<file path="config.mk">
export PLATFORM = sky130hd
export DESIGN_NAME = pterm_macrocell
export DESIGN_NICKNAME = d
export VERILOG_FILES = /design/src/rtl/mc_pkg.sv /design/src/rtl/mc_rst_sync.sv /design/src/rtl/mc_cfg_chain.sv /design/src/rtl/mc_pterm.sv /design/src/rtl/mc_cell_reg.sv /design/src/rtl/pterm_macrocell.sv
export SDC_FILE = /design/constraint.sdc
export NUM_CORES = 1
export LEC_CHECK = 0
export ABC_AREA = 1
export BUFFER_PORTS_ARGS = -buffer_cell sky130_fd_sc_hd__buf_2
export CORE_MARGIN = 2
export CORE_UTILIZATION = 35
export DETAILED_ROUTE_END_ITERATION = 10
export HOLD_SLACK_MARGIN = 0.02
export PLACE_DENSITY_LB_ADDON = 0.1
export SYNTH_ARGS = -nofsm -noshare
export SYNTH_HDL_FRONTEND = slang
export SYNTH_SLANG_ARGS = --single-unit
export TNS_END_PERCENT = 20
</file>
<file path="constraint.sdc">
create_clock -name clk -period 5 [get_ports clk]
set_input_delay 0.25 -clock clk [delete_from_list [all_inputs] [get_ports clk]]
set_output_delay 0.25 -clock clk [all_outputs]
set_load 0.01 [all_outputs]
</file>
<file path="src/rtl/mc_pkg.sv">
package mc_pkg;

  localparam int NUM_TERMS = 7;
  localparam int MODE_BITS = 3;

  localparam int TERM_SUM0    = 0;
  localparam int TERM_SUM1    = 1;
  localparam int TERM_SUM2    = 2;
  localparam int TERM_PRESET  = 3;
  localparam int TERM_CLEAR   = 4;
  localparam int TERM_CLOCK   = 5;
  localparam int TERM_EXPAND  = 6;
  localparam int NUM_MAIN     = 6;

  typedef struct packed {
    logic clk_int;
    logic reg_sel;
    logic pol_inv;
  } mc_mode_t;

endpackage

</file>
<file path="src/rtl/mc_rst_sync.sv">
module mc_rst_sync (
  input  logic clk,
  input  logic rst_n_async,
  output logic rst_n_sync
);

  logic stage_q;

  always_ff @(posedge clk or negedge rst_n_async) begin
    if (!rst_n_async) begin
      stage_q    <= 1'b0;
      rst_n_sync <= 1'b0;
    end else begin
      stage_q    <= 1'b1;
      rst_n_sync <= stage_q;
    end
  end

endmodule

</file>
<file path="src/rtl/mc_cfg_chain.sv">
module mc_cfg_chain #(
  parameter int LEN = 16
) (
  input  logic           clk,
  input  logic           rst_n,
  input  logic           shift_en,
  input  logic           ser_in,
  output logic [LEN-1:0] bits
);

  logic [LEN-1:0] bits_d;

  always_comb begin
    bits_d = bits;
    if (shift_en) begin
      bits_d = {bits[LEN-2:0], ser_in};
    end
  end

  always_ff @(posedge clk or negedge rst_n) begin
    if (!rst_n) begin
      bits <= '0;
    end else begin
      bits <= bits_d;
    end
  end

endmodule

</file>
<file path="src/rtl/mc_pterm.sv">
module mc_pterm #(
  parameter int W = 8
) (
  input  logic [2*W-1:0] lits,
  input  logic [W-1:0]   x,
  output logic           hit
);

  logic [W-1:0] kill;

  for (genvar i = 0; i < W; i++) begin : g_lit
    assign kill[i] = (lits[2*i] & ~x[i]) | (lits[2*i+1] & x[i]);
  end

  assign hit = ~|kill;

endmodule

</file>
<file path="src/rtl/mc_cell_reg.sv">
module mc_cell_reg (
  input  logic clk,
  input  logic rst_n,
  input  logic cfg_mode,
  input  logic clk_int,
  input  logic d,
  input  logic pre,
  input  logic clr,
  input  logic clk_term,
  output logic ct_q,
  output logic q_raw,
  output logic q_eff
);

  logic ct_edge;
  logic ld_en;
  logic q_d;
  logic ct_d;

  always_comb begin
    ct_edge = clk_term & ~ct_q;
    ld_en   = clk_int ? ct_edge : 1'b1;
    ct_d    = cfg_mode ? 1'b0 : clk_term;
    q_d     = q_raw;
    if (cfg_mode) begin
      q_d = 1'b0;
    end else if (clr) begin
      q_d = 1'b0;
    end else if (pre) begin
      q_d = 1'b1;
    end else if (ld_en) begin
      q_d = d;
    end
  end

  always_ff @(posedge clk or negedge rst_n) begin
    if (!rst_n) begin
      q_raw <= 1'b0;
      ct_q  <= 1'b0;
    end else begin
      q_raw <= q_d;
      ct_q  <= ct_d;
    end
  end

  always_comb begin
    if (cfg_mode || clr) begin
      q_eff = 1'b0;
    end else if (pre) begin
      q_eff = 1'b1;
    end else begin
      q_eff = q_raw;
    end
  end

endmodule

</file>
<file path="src/rtl/pterm_macrocell.sv">
module pterm_macrocell
  import mc_pkg::*;
#(
  parameter int N_IN  = 4,
  parameter int N_XIN = 2
) (
  input  logic             clk,
  input  logic             rst_n,
  input  logic             cfg_mode,
  input  logic             cfg_shift,
  input  logic             cfg_din,
  input  logic [N_IN-1:0]  din,
  input  logic [N_XIN-1:0] exp_in,
  output logic             pin_out,
  output logic             fb_out,
  output logic             exp_out
);

  localparam int W       = N_IN + 2 + N_XIN;
  localparam int LIT_W   = 2 * W;
  localparam int OWN_IDX = N_IN + 1;
  localparam int CFG_LEN = MODE_BITS + NUM_TERMS * LIT_W;
  localparam logic [LIT_W-1:0] OWN_LIT_MASK = LIT_W'(2'b11) << (2 * OWN_IDX);

  logic               rst_n_sync;
  logic [CFG_LEN-1:0] cfg_bits;
  mc_mode_t           mode;
  logic               q_raw;
  logic               q_eff;
  logic               ct_q;
  logic               exp_hit;
  logic               exp_term;
  logic [W-1:0]       x_full;
  logic [W-1:0]       x_exp;
  logic [NUM_MAIN-1:0] pt;
  logic               sum_or;
  logic               xr;

  mc_rst_sync u_rst (
    .clk         (clk),
    .rst_n_async (rst_n),
    .rst_n_sync  (rst_n_sync)
  );

  mc_cfg_chain #(.LEN(CFG_LEN)) u_cfg (
    .clk      (clk),
    .rst_n    (rst_n_sync),
    .shift_en (cfg_mode & cfg_shift),
    .ser_in   (cfg_din),
    .bits     (cfg_bits)
  );

  assign mode = mc_mode_t'(cfg_bits[MODE_BITS-1:0]);

  assign x_exp  = {exp_in, 1'b0, q_raw, din};
  assign x_full = {exp_in, exp_term, q_raw, din};

  for (genvar k = 0; k < NUM_MAIN; k++) begin : g_term
    mc_pterm #(.W(W)) u_pt (
      .lits (cfg_bits[MODE_BITS + k*LIT_W +: LIT_W]),
      .x    (x_full),
      .hit  (pt[k])
    );
  end

  mc_pterm #(.W(W)) u_exp (
    .lits (cfg_bits[MODE_BITS + TERM_EXPAND*LIT_W +: LIT_W] & ~OWN_LIT_MASK),
    .x    (x_exp),
    .hit  (exp_hit)
  );

  assign exp_term = ~exp_hit;
  assign sum_or   = pt[TERM_SUM0] | pt[TERM_SUM1] | pt[TERM_SUM2];
  assign xr       = sum_or ^ mode.pol_inv;

  mc_cell_reg u_reg (
    .clk      (clk),
    .rst_n    (rst_n_sync),
    .cfg_mode (cfg_mode),
    .clk_int  (mode.clk_int),
    .d        (xr),
    .pre      (pt[TERM_PRESET]),
    .clr      (pt[TERM_CLEAR]),
    .clk_term (pt[TERM_CLOCK]),
    .ct_q     (ct_q),
    .q_raw    (q_raw),
    .q_eff    (q_eff)
  );

  always_comb begin
    if (cfg_mode) begin
      pin_out = 1'b0;
      exp_out = 1'b0;
    end else begin
      pin_out = mode.reg_sel ? q_eff : xr;
      exp_out = exp_term;
    end
  end

  assign fb_out = q_eff;

endmodule

</file>
==> results.yml, run 1 <==
worst_hold_path:
  min_from: "cfg_mode"
  min_path_type: "in2reg"
  hold_path_depth: 2
job:
  cap_violations: 0
clock_tree:
  clkLatencyLatePin_ps: 410
  path_clk_slew_ps: 50
  cts_setup_buffers: 0
  cts_tree: "built"
  cts.sinks: 119
  cts_buffer_depth: 2
  htreeDepth: 4
  cts_root_buffer: "clkbuf_16"
  cts_buffers: 17
sta:
  fin_setup_tns_ps: 0
  period_share_pct: 50.9
  tightest_slew_ps: 895
  layout_min_cycle_time_ps: 2540
  finClkSkew_ps: 6.84
  slew_headroom_pct: 40.3
  rsz0062_at_grt: "false"
  finalSetupViolations: 0
  final-hold-violation-count: 0
  timing.final.max_slew_violations: 0
  fmax_ghz: 0.393
setup_path:
  required_ps: 4750
  startpoint_type: "register"
  worst_ep_arrival_time_ps: 2290
  worstPathMaxFanout: 15
  r2r_start: "u_reg.q_raw$_DFFE_PN0P_"
  cp-startpoint: "u_reg.q_raw$_DFFE_PN0P_"
  path_class: "reg2out"
  reg2reg_depth: 13
  end_kind: "output port"
grt:
  antenna_found_initial: 0
  grt.total_usage_pct: 15.6
  grt_max_degree: 125
  grt-ovfl-total: 0
  grt_pass1_vias: 3589
  grt_pass1_wl_mm: 19.1
logic_synthesis:
  synth-edff-count: 0
  synth.largest_area_cell: "dfrtp_1"
  synth.area.top_cells: "dfrtp_1 57%, nand2_1 9.4%, o21ai_0 9.1%, mux2_2 5.1%, inv_1 4.7%"
  yosysMostFrequentCell: "nand2_1"
  synth_ff_type: "dfrtp_1"
  ys_seq_area_share_pct: 56.7
  ys_seq_elements: 119
  synth_area_per_cell_um2: 8.75
  synth-async-reset-ratio_pct: 100
  synth_cell_type_count: 24
  yosys-mux-area-fraction_pct: 5.15
  synth_compound_area_share_pct: 13.8
  syn_nets: 611
  synthXorXnorAreaFrac_pct: 0
  netlist_area_um2: 5250
  synth_top_family_by_area: "simple AND/OR/NAND/NOR gates"
  synthSimpleGateAreaFrac_pct: 16.8
  syn_inst: 600
  synth_top_area_share_pct: 56.7
  yosysWarnings: 0
  synth_fa_ha_area_share_pct: 0
  synthTopCellsByCount: "131 x nand2_1, 119 x dfrtp_1, 95 x o21ai_0"
layout:
  area_growth_pct: 15.5
  num_antenna_cells: 0
  multi_input_area_um2: 1890
  instances_no_fill: 802
  fillers: 1425
  regArea_um2: 2980
  finalNetCount: 617
  final_area_um2: 6060
  drive_above_1_share_pct: 13.8
drt:
  antenna_left: 0
  routedWlPerCell_um: 13.9
  viasPerCell: 4.64
  post-route-drc-count: 0
  drt_iter0_drc: 294
  drtPass1Iterations: 4
  vias: 3725
  wl_mm: 11.1
placement:
  place.gp.congestion: 0.745
  dp.cells: 770
  port_buffers: 13
  dp_hpwl_mm: 7.27
  place_area_um2: 5450
floorplan:
  num_rows: 44
  die_height_um: 126
  start_util_pct: 36.0
  design.die.area_um2: 16000
  core-area_um2: 14600
  io_pins: 14
  dieWidth_um: 126
pwr:
  power.density_nw_per_um2: 502
  vdd_drop_max_uv: 252
  leakagePower_nw: 2.95
run_status:
  status: "finished, final reports clean"
-- kinds of logic after synthesis --
family / count (synthesis)
DFF: 119
other: 1
AOI/OAI and AO/OA: 141
and+or+nand+nor: 218
buffers and inverters: 97
muxes: 24
-- registers in the layout (all words and copies together) (netlist names) --
name and flops:
u_rst.stage_q 1, u_reg.q_raw 1, u_reg.ct_q 1, u_cfg.bits 115, u_rst.rst_n_sync 1
-- stage by stage --
step	setup slack (ps)	util, %	hold WS (ps)	power, W
final	2460	41.6	116	0.00304
after global routing	2260	41.6	116	0.00324
after CTS	2420	41.6	102	0.00309
after detailed placement	2870	37.3	37.0	0.00182
after global placement	2900	37.3	35.2	0.00181
after floorplan	1440	-	-45.6	0.00167
-- routing by layer --
metal	routed length, um	vias to the layer above	global-route usage, %
met5	0	-	0
met4	182	0	5.62
met3	356	16	4.51
met2	4650	35	21.7
met1	5930	1749	23.0
li1	-	1925	-
-- final cells by class --
class / instances / area share (%)
repair buffers: 16 / 1.69
clock inverters: 10 / 2.06
multi-input cells: 384 / 31.1
clock buffers: 21 / 7.92
inverters: 68 / 4.21
flip-flops and latches: 119 / 49.2
well taps: 184 / 3.80
-- critical path, cell delays in order (launching register included) --
cell,delay [ps]
dfrtp_1,670
nand2_1,100
nand2_1,90
nand2_2,60
nor2_4,140
nand2_4,110
o21ai_1,210
nor2_1,80
nor2_2,110
a21oi_1,80
a21oi_2,100
buf_2,130
-- report_power, final --
part / internal (W) / leakage (nW) / switching (W) / total, W
Combinational: 0.000188 / 1.19 / 0.000278 / 0.000466
Clock: 0.000826 / 0.308 / 0.000421 / 0.00125
Sequential: 0.00118 / 1.45 / 0.000146 / 0.00133
-- what timing repair did --
| action | CTS | global route |
|---|---|---|
| hold buffers | 1 | 0 |
| hold endpoints to repair | 2 | 0 |
| gates resized for setup | 0 | 0 |
-- cells in the final DEF (no fill, tap or decap) --
cell | netlist | layout
buf_4 | 4 | 1
bufinv_16 | 0 | 3
nand2_4 | 1 | 2
o21ai_1 | 4 | 4
o21ai_0 | 95 | 95
nor2_1 | 58 | 58
o211ai_2 | 1 | 1
nor2_2 | 3 | 3
nor2_4 | 2 | 2
buf_12 | 0 | 1
conb_1 | 1 | 1
a21oi_2 | 2 | 2
nand2_1 | 131 | 130
dfrtp_4 | 0 | 1
mux2_2 | 24 | 24
clkbuf_16 | 0 | 17
clkbuf_8 | 0 | 4
dfrtp_1 | 119 | 118
dlygate4sd3_1 | 0 | 1
nand3_1 | 18 | 18
buf_2 | 8 | 13
inv_2 | 2 | 2
clkinv_2 | 0 | 7
o21bai_1 | 1 | 1
a21oi_1 | 38 | 38
inv_1 | 66 | 66
nand2_2 | 2 | 2
nand4_1 | 3 | 3
-- final timing paths --
path / slack (ps) / end
max in group asynchronous: 3330 / u_cfg.bits[37]$_DFFE_PN0P_
min in group asynchronous: 150 / u_rst.rst_n_sync$_DFF_PN0_
min reg2reg: 350 / u_rst.rst_n_sync$_DFF_PN0_
max: 2460 / pin_out
max reg2reg: 3160 / u_reg.q_raw$_DFFE_PN0P_
min: 120 / u_reg.ct_q$_DFF_PN0_
No activity file was read; power rests on OpenSTA's default activity.
==> run 2, diff against run 1 <==
--- a/config.mk
+++ b/config.mk
@@ -5,7 +5,7 @@
 export SDC_FILE = /design/constraint.sdc
 export NUM_CORES = 1
 export LEC_CHECK = 0
-export ABC_AREA = 1
+export ABC_AREA = 0
 export BUFFER_PORTS_ARGS = -buffer_cell sky130_fd_sc_hd__buf_2
 export CORE_MARGIN = 2
 export CORE_UTILIZATION = 35
==> constraint.sdc (replaced) <==
create_clock -name clk -period 2.12 [get_ports clk]
set_input_delay 0.106 -clock clk [delete_from_list [all_inputs] [get_ports clk]]
set_output_delay 0.106 -clock clk [all_outputs]
set_load 0.01 [all_outputs]
==> results.yml, run 2 <==
run_status:
  status: "complete, but fails checks"
  violations: "negative setup slack"
clock_tree:
  cts_buffer_depth: 2
  path_clk_slew_ps: 60
  cts_tree: "built"
  clkLatencyLatePin_ps: 410
  cts.sinks: 119
  htreeDepth: 4
  cts_buffers: 17
  cts_root_buffer: "clkbuf_16"
logic_synthesis:
  yosysMostFrequentCell: "dfrtp_1"
  synthTopCellsByCount: "119 x dfrtp_1, 117 x mux2_2, 49 x mux2i_1"
  synth_compound_area_share_pct: 1.45
  synthXorXnorAreaFrac_pct: 0.169
  synth_top_family_by_area: "multiplexers"
  synth_cell_type_count: 30
  yosysWarnings: 0
  synth_ff_type: "dfrtp_1"
  synth_fa_ha_area_share_pct: 0
  syn_inst: 352
  yosys-mux-area-fraction_pct: 34.8
  ys_seq_area_share_pct: 57.4
  synth_top_area_share_pct: 57.4
  synth_area_per_cell_um2: 14.7
  synth.largest_area_cell: "dfrtp_1"
  synthSimpleGateAreaFrac_pct: 4.00
  synth-async-reset-ratio_pct: 100
  synth-edff-count: 0
  syn_nets: 363
  netlist_area_um2: 5190
  synth.area.top_cells: "dfrtp_1 57%, mux2_2 25%, mux2i_1 9.5%, nand3_1 0.77%, buf_6 0.65%"
  ys_seq_elements: 119
setup_path:
  startpoint_type: "register"
  reg2reg_depth: 9
  worst_ep_arrival_time_ps: 2350
  cp.depth: 9
  required_ps: 2010
  crit_slowest_cell: "dfrtp_1"
  worstPathMaxFanout: 3
  slowest_delay_ps: 400
  r2r_start: "u_cfg.bits[101]$_DFFE_PN0P_"
  path_class: "reg2out"
  cp_top_family: "compound AO/OA/AOI/OAI gates"
  cp-startpoint: "u_cfg.bits[101]$_DFFE_PN0P_"
  end_kind: "output port"
  crit_buf_inv: 2
  crit_chain: "mux2i_2, nand4_2, nor2_4, buf_6, mux2i_1, a211o_1, xor2_1, o22a_1, buf_2"
floorplan:
  dieWidth_um: 126
  die_height_um: 126
  num_rows: 44
  start_util_pct: 35.7
  core-area_um2: 14500
  design.die.area_um2: 15800
  io_pins: 14
sta:
  setup_ws_ps: -336
  finalSetupViolations: 2
  timing.final.max_slew_violations: 0
  final-hold-violation-count: 0
  fin_setup_tns_ps: -582
  period_share_pct: 116
  fmax_ghz: 0.407
  finClkSkew_ps: 5.45
  layout_min_cycle_time_ps: 2460
  rsz0062_at_grt: "true"
layout:
  num_antenna_cells: 0
  largest-register: "u_cfg.bits"
  fin_util_pct: 43.3
  layout_commonest_cell: "dfrtp_1"
  multi_input_area_um2: 2130
  largest_reg_flops: 115
  layout_common_cells: "118 x dfrtp_1, 117 x mux2_2, 46 x mux2i_1"
  finalNetCount: 404
  drive_above_1_share_pct: 48.5
  regArea_um2: 2980
  area_growth_pct: 21.3
  fillers: 1390
pwr:
  power.density_nw_per_um2: 936
  leakagePower_nw: 3.17
  fin_total_pwr_w: 0.00589
  vdd_drop_max_uv: 562
drt:
  vias: 2903
  drt_iter0_drc: 106
  post-route-drc-count: 0
  drtPass1Iterations: 3
  wl_mm: 10.6
  antenna_left: 0
  routedWlPerCell_um: 18.0
  viasPerCell: 4.92
placement:
  place.gp.congestion: 0.747
  port_buffers: 13
  dp_hpwl_mm: 7.03
grt:
  antenna_found_initial: 0
  grt_max_degree: 61
  grt-ovfl-total: 0
  grt.total_usage_pct: 14.4
  grt_pass1_wl_mm: 17.2
  grt_pass1_vias: 3124
worst_hold_path:
  min_path_type: "reg2async"
job:
  cap_violations: 0
==> run 2: cell types whose count changed after synthesis, moves of 7 or more <==
cell,change
a21oi_1,-37
buf_2,-8
clkbuf_1,-7
inv_1,-66
mux2_2,+93
mux2i_1,+49
nand2_1,-128
nand3_1,-10
nor2_1,-52
o21ai_0,-92
==> run 2: power breakdown <==
part	internal, W	switching (W)	leakage [nW]	total [W]
combinational	0.000234	0.000190	1.26	0.000424
clock	0.00190	0.00104	0.284	0.00294
sequential	0.00242	0.000113	1.63	0.00253
==> run 2: cell families after synthesis <==
kind of cell	Yosys count
other cells	1
mux	166
xor+xnor	1
simple gates	35
buf+inv	19
compound gates	11
flops	119
==> run 2: routing by layer <==
metal / GRT usage (%) / up-vias / routed length (um)
met1: 19.2 / 1499 / 5280
li1: - / 1369 / -
met3: 4.29 / 13 / 250
met4: 5.43 / 0 / 164
met5: 0 / - / 0
met2: 22.2 / 22 / 4950
==> run 2: cell type report <==
class	instances	share of cell area, %
multi-input combinational	214	33.9
clock inverter	12	2.41
clock buffer	20	7.26
sequential	119	47.4
tap	184	3.66
timing repair buffer	41	5.39
==> run 2: path summary, 6_finish.rpt <==
path	endpoint	slack, ps
min in group clk	u_cfg.bits[108]$_DFFE_PN0P_	260
worst min register to register	u_cfg.bits[77]$_DFFE_PN0P_	240
worst max-delay path	pin_out	-340
worst min-delay path	u_cfg.bits[77]$_DFFE_PN0P_	240
max in group asynchronous	u_cfg.bits[24]$_DFFE_PN0P_	1260
worst max register to register	u_reg.q_raw$_DFFE_PN0P_	10
==> run 2: timing repair <==
action	in CTS	in global routing
endpoints found under the hold margin	4	0
setup buffers	1	2
setup endpoints to repair	3	3
gates resized for setup	6	3
hold buffers	4	0
pin swaps	5	2
==> run 2: metrics by stage <==
step	std cells	cell area, um2	worst slack [ps]	hold slack, ps
6_report	590	6290	-336	238
5_1_grt	590	6290	-473	273
4_1_cts	588	6270	-361	252
3_5_place_dp	551	5600	-77.3	-106
3_3_place_gp	551	5600	39.4	-107
2_1_floorplan	352	5190	11.3	-190
